`src/rtl/canon_va_pkg.sv`:
```
package canon_va_pkg;
  typedef enum logic {
    VA_MODE_NARROW = 1'b0,
    VA_MODE_WIDE   = 1'b1
  } va_mode_e;
endpackage

```
`src/rtl/va_range_chk.sv`:
```
// Flags whether every bit of a field is identical (all ones or all zeros).
module va_range_chk #(
  parameter int W = 16
) (
  input  logic [W-1:0] field_i,
  output logic         uniform_o
);
  assign uniform_o = (&field_i) | ~(|field_i);
endmodule

```
`src/rtl/va_sign_fill.sv`:
```
// Rebuilds a full-width pointer by sign-extending from bit BOUND.
module va_sign_fill #(
  parameter int ADDR_W = 64,
  parameter int BOUND  = 47
) (
  input  logic [ADDR_W-1:0] addr_i,
  output logic [ADDR_W-1:0] addr_o
);
  localparam int EXT_W = ADDR_W - 1 - BOUND;
  logic [BOUND:0] low_bits;
  assign low_bits = addr_i[BOUND:0];
  assign addr_o   = {{EXT_W{low_bits[BOUND]}}, low_bits};
endmodule

```
`src/rtl/va_out_stage.sv`:
```
module va_out_stage #(
  parameter int ADDR_W  = 64,
  parameter bit REG_OUT = 1'b1
) (
  input  logic              clk_i,
  input  logic              rst_ni,
  input  logic              valid_i,
  input  logic              fault_i,
  input  logic [ADDR_W-1:0] addr_i,
  output logic              valid_o,
  output logic              fault_o,
  output logic [ADDR_W-1:0] addr_o
);
  if (REG_OUT) begin : g_reg
    always_ff @(posedge clk_i or negedge rst_ni) begin
      if (!rst_ni) begin
        valid_o <= 1'b0;
        fault_o <= 1'b0;
        addr_o  <= '0;
      end else begin
        valid_o <= valid_i;
        fault_o <= fault_i;
        addr_o  <= addr_i;
      end
    end
  end else begin : g_comb
    assign valid_o = valid_i;
    assign fault_o = fault_i;
    assign addr_o  = addr_i;
  end
endmodule

```
`src/rtl/canon_va_check.sv`:
```
module canon_va_check
  import canon_va_pkg::*;
#(
  parameter int ADDR_W    = 64,
  parameter int VA_NARROW = 48,
  parameter int VA_WIDE   = 49,
  parameter int TAG_W     = 8,
  parameter bit REG_OUT   = 1'b1
) (
  input  logic              clk_i,
  input  logic              rst_ni,
  input  logic              valid_i,
  input  logic [ADDR_W-1:0] addr_i,
  input  logic              mode_i,
  input  logic              tag_ign_i,
  output logic              valid_o,
  output logic              fault_o,
  output logic [ADDR_W-1:0] addr_o
);
  localparam int BND_N  = VA_NARROW - 1;
  localparam int BND_W  = VA_WIDE - 1;
  localparam int TAG_LO = ADDR_W - TAG_W;

  va_mode_e mode;
  assign mode = va_mode_e'(mode_i);

  logic uni_narrow, uni_wide, uni_tag;

  va_range_chk #(.W(ADDR_W - BND_N)) u_chk_narrow (
    .field_i(addr_i[ADDR_W-1:BND_N]), .uniform_o(uni_narrow));
  va_range_chk #(.W(ADDR_W - BND_W)) u_chk_wide (
    .field_i(addr_i[ADDR_W-1:BND_W]), .uniform_o(uni_wide));
  va_range_chk #(.W(TAG_LO - BND_W)) u_chk_tag (
    .field_i(addr_i[TAG_LO-1:BND_W]), .uniform_o(uni_tag));

  logic [ADDR_W-1:0] fill_narrow, fill_wide;

  va_sign_fill #(.ADDR_W(ADDR_W), .BOUND(BND_N)) u_fill_narrow (
    .addr_i(addr_i), .addr_o(fill_narrow));
  va_sign_fill #(.ADDR_W(ADDR_W), .BOUND(BND_W)) u_fill_wide (
    .addr_i(addr_i), .addr_o(fill_wide));

  // Tag ignore is honoured only in the wide space.
  logic              canon, flt_d;
  logic [ADDR_W-1:0] eff_d;

  always_comb begin
    if (mode == VA_MODE_WIDE) begin
      canon = tag_ign_i ? uni_tag : uni_wide;
      eff_d = fill_wide;
    end else begin
      canon = uni_narrow;
      eff_d = fill_narrow;
    end
    flt_d = valid_i & ~canon;
    if (!valid_i || flt_d) eff_d = '0;
  end

  va_out_stage #(.ADDR_W(ADDR_W), .REG_OUT(REG_OUT)) u_out (
    .clk_i(clk_i), .rst_ni(rst_ni),
    .valid_i(valid_i), .fault_i(flt_d), .addr_i(eff_d),
    .valid_o(valid_o), .fault_o(fault_o), .addr_o(addr_o));

  if (REG_OUT) begin : g_sva
    p_valid_lat_r8: assert property (@(posedge clk_i) disable iff (!rst_ni)
      valid_i |=> valid_o);
    p_idle_r9: assert property (@(posedge clk_i) disable iff (!rst_ni)
      !valid_i |=> (!valid_o && !fault_o && addr_o == '0));
    p_fault_zero_r6: assert property (@(posedge clk_i) disable iff (!rst_ni)
      fault_o |-> (valid_o && addr_o == '0));
    p_narrow_fault_r2: assert property (@(posedge clk_i) disable iff (!rst_ni)
      (valid_i && !mode_i &&
       addr_i[ADDR_W-1:BND_N] != '0 && addr_i[ADDR_W-1:BND_N] != '1) |=> fault_o);
    p_passthru_r7: assert property (@(posedge clk_i) disable iff (!rst_ni)
      (valid_i && !(mode_i && tag_ign_i)) |=> (fault_o || addr_o == $past(addr_i)));
  end
endmodule

```
`config.mk`:
```
export PLATFORM = sky130hd
export DESIGN_NAME = canon_va_check
export DESIGN_NICKNAME = d
export VERILOG_FILES = /design/src/rtl/canon_va_pkg.sv /design/src/rtl/va_range_chk.sv /design/src/rtl/va_sign_fill.sv /design/src/rtl/va_out_stage.sv /design/src/rtl/canon_va_check.sv
export SDC_FILE = /design/constraint.sdc
export NUM_CORES = 1
export LEC_CHECK = 0
export BUFFER_PORTS_ARGS = -buffer_cell sky130_fd_sc_hd__buf_4
export CAP_MARGIN = 20
export CORE_MARGIN = 5
export CORE_UTILIZATION = 40
export CTS_BUF_LIST = sky130_fd_sc_hd__clkbuf_4 sky130_fd_sc_hd__clkbuf_8
export DETAILED_ROUTE_END_ITERATION = 10
export PLACE_DENSITY = 0.71
export SYNTH_ARGS = -nofsm -noshare
export SYNTH_HDL_FRONTEND = slang
export SYNTH_SLANG_ARGS = --single-unit
```
`constraint.sdc`:
```
create_clock -name clk_i -period 1.46 [get_ports clk_i]
set_clock_uncertainty 0.2 [all_clocks]
set_input_delay 0.292 -clock clk_i [delete_from_list [all_inputs] [get_ports clk_i]]
set_output_delay 0.292 -clock clk_i [all_outputs]
set_load 0.005 [all_outputs]
```
==> results.md <==
* Worst-path fanout max at 20
* Unrepaired setup endpoints after global routing: yes
* Commonest cells after routing, fill and taps aside: buf_4, nand2_1, dfrtp_1
* FMAX at 667.1 MHz
* Cell Area, Synth at 2415 µm²
* Crit share post-route at 102.7%
* Post-Layout Cell Count at 408
* Share of layout cells above drive strength 1 at 66.07%
* Critical Path Source Type: primary input
* Chip Height at 87.70 µm
* Final Max Tran Viols at 0
* First-pass GRT wire length at 9708 µm
* Max-slew headroom at 79.15%
* MaxCap Viol Count at 0
* Worst min path class: in -> reg
* Die Wd at 87.70 µm
* Initial DRT Pass Iterations at 4
* Root Driver: clkbuf_8
* Row cnt at 28
* Detail Placement HPWL at 4738 µm
* Yosys Warn Count at 0
* Initial antenna violation count at 0
* Grt ovf at 0
* Failing checks: negative setup slack
* Drt drc at 0
* Hold WS at 19.46 ps
* Core region area at 5886 µm²
* Sink Count at 51
* Final setup fails at 43
* GP Congestion at 0.7123
* Syn avg cell area at 11.95 µm²
* Area of the multi-input gates at 988.4 µm²
* Worst setup margin at -38.97 ps
* Syn_nets at 271
* Number of antenna diodes at 0
* CP endpoint kind: flip-flop
* Global Route Usage Sum at 16.23%
* Post-Route Utilization at 65.52%
* # nets final at 402
* CP required at 1450 ps
* Starting DRT DRC Count at 77
* Sequential cell area at 1277 µm²
* Library cells used by synthesis at 21
* Min-delay src: addr_i[28]
* Post-Synthesis Cells at 202
* Port Buf Inserts at 134
* Pre-CTS WS at -359.9 ps
* CTS max path bufs at 2
* Kind of critical path: in -> reg
* Synth area leaders: dfrtp_1, nor3_2, nand2_1
* Maximum vdd drop at 0.0004021 V
* Leakage at 1.878 nW
* Sequential share of the synthesized area at 52.85%
* Pwr dens at 757.6 nW/µm²
* Final hold viol count at 0
* Routed Antenna Nets at 0
* Syn-to-layout area delta at 59.69%
* Vias in the first global route at 1,959
* Reg clk slew, reported paths at 100 ps
* Num CTS Buffers at 5
* Initial Util at 41.03%
* CTS tree: built
* IO Pins at 135
* Largest net degree at the start of global routing at 30
* Commonest non-fill, non-tap cell in the layout: buf_4
* Seq cells post-synth at 51
* Largest area contributor in the netlist: dfrtp_1
* Total wire length at 6608 µm
* Yosys top cell area share at 52.85%
* Data arrival, critical path at 1490 ps
* Fill count at 475
* Die area at 7691 µm²
* Final min period at 1499 ps
* CTS H-tree depth at 2
* Crit. Startpoint: addr_i[58]
* Vias at 1,940
* Vias per cell at 4.755
* Status: finished, violations left
* Slew @ Worst Pin at 312.3 ps
* Post-Place Cells at 393
* Routed len/inst at 16.20 µm
power by group:
group	switching [W]	internal, W
logic	0.000311	0.000355
clock network	0.000456	0.000329
registers	0.0000148	0.00146
repair_timing:
item | in CTS | in global routing
hold buffers | 1 | 0
resized for setup | 6 | 38
setup buffers | 3 | 2
endpoints found under the hold margin | 51 | 0
pin swaps | 2 | 4
cloned | 0 | 3
setup endpoints to repair | 49 | 65
critical path, stage by stage:
cell and delay (ps):
buf_4 100, nand4_1 180, nor4_4 380, o2bb2ai_4 160
buf_12 190, o21a_1 170
layer usage:
layer / part of all wire, % / global-route usage (%) / wire [µm] / vias up
li1: - / - / - / 919
met1: 35 / 19.02 / 2292 / 942
met2: 55 / 28.49 / 3658 / 73
met3: 8.9 / 5.362 / 591 / 6
met4: 0.98 / 4.324 / 65 / 0
met5: 0 / 0 / 0 / -
synth_stat cells:
library cell   instances
o21a_1                 1
nor3_4                 4
a21o_2                 1
buf_4                 16
nand2b_1               1
inv_1                  1
o2bb2ai_2              1
dlygate4sd1_1          2
a221oi_4               1
nand4_1                5
buf_6                  9
nand2_1               51
and2_1                 1
nor3_2                45
dlygate4sd3_1          3
nor4_2                 1
nor2_1                 2
o21bai_1               1
buf_2                  1
nor4_1                 4
dfrtp_1               51
sequential cells by signal (all words and copies together) (netlist names):
signal,count
u_out.fault_o,1
u_out.valid_o,1
u_out.addr_o,49
layout make-up:
class                           count  area share (%)
Clock buffer                        5           1.785
Clock inverter                      2          0.3569
Inverter                            1         0.09734
Multi-Input combinational cell    119           25.63
Sequential cell                    51           33.13
Tap cell                           75           2.433
Timing Repair Buffer              155           36.57
metrics by stage:
step / TNS (ps) / area [µm²] / power, W
2_1_floorplan: -2413 / 2479 / 0.001765
3_3_place_gp: -14220 / 3490 / 0.002073
3_5_place_dp: -16180 / 3490 / 0.002086
4_1_cts: -239.0 / 3611 / 0.002884
5_1_grt: -3917 / 3856 / 0.003067
6_report: -645.7 / 3856 / 0.002921
path summary, 6_finish.rpt:
kind                                    end  slack, ps  cells after the start
max                           u_out.fault_o        -40                      6
min                        u_out.addr_o[28]         20                      3
max in group asynchronous  u_out.addr_o[45]        380                      3
min in group asynchronous  u_out.addr_o[10]        230                      2
kinds of logic after synthesis:
group           after synthesis  synth area share, %
buf+inv                      32                11.50
flops                        51                52.85
compound gates                5                2.695
simple gates                114                32.95
(Power assumes the default switching activity.)
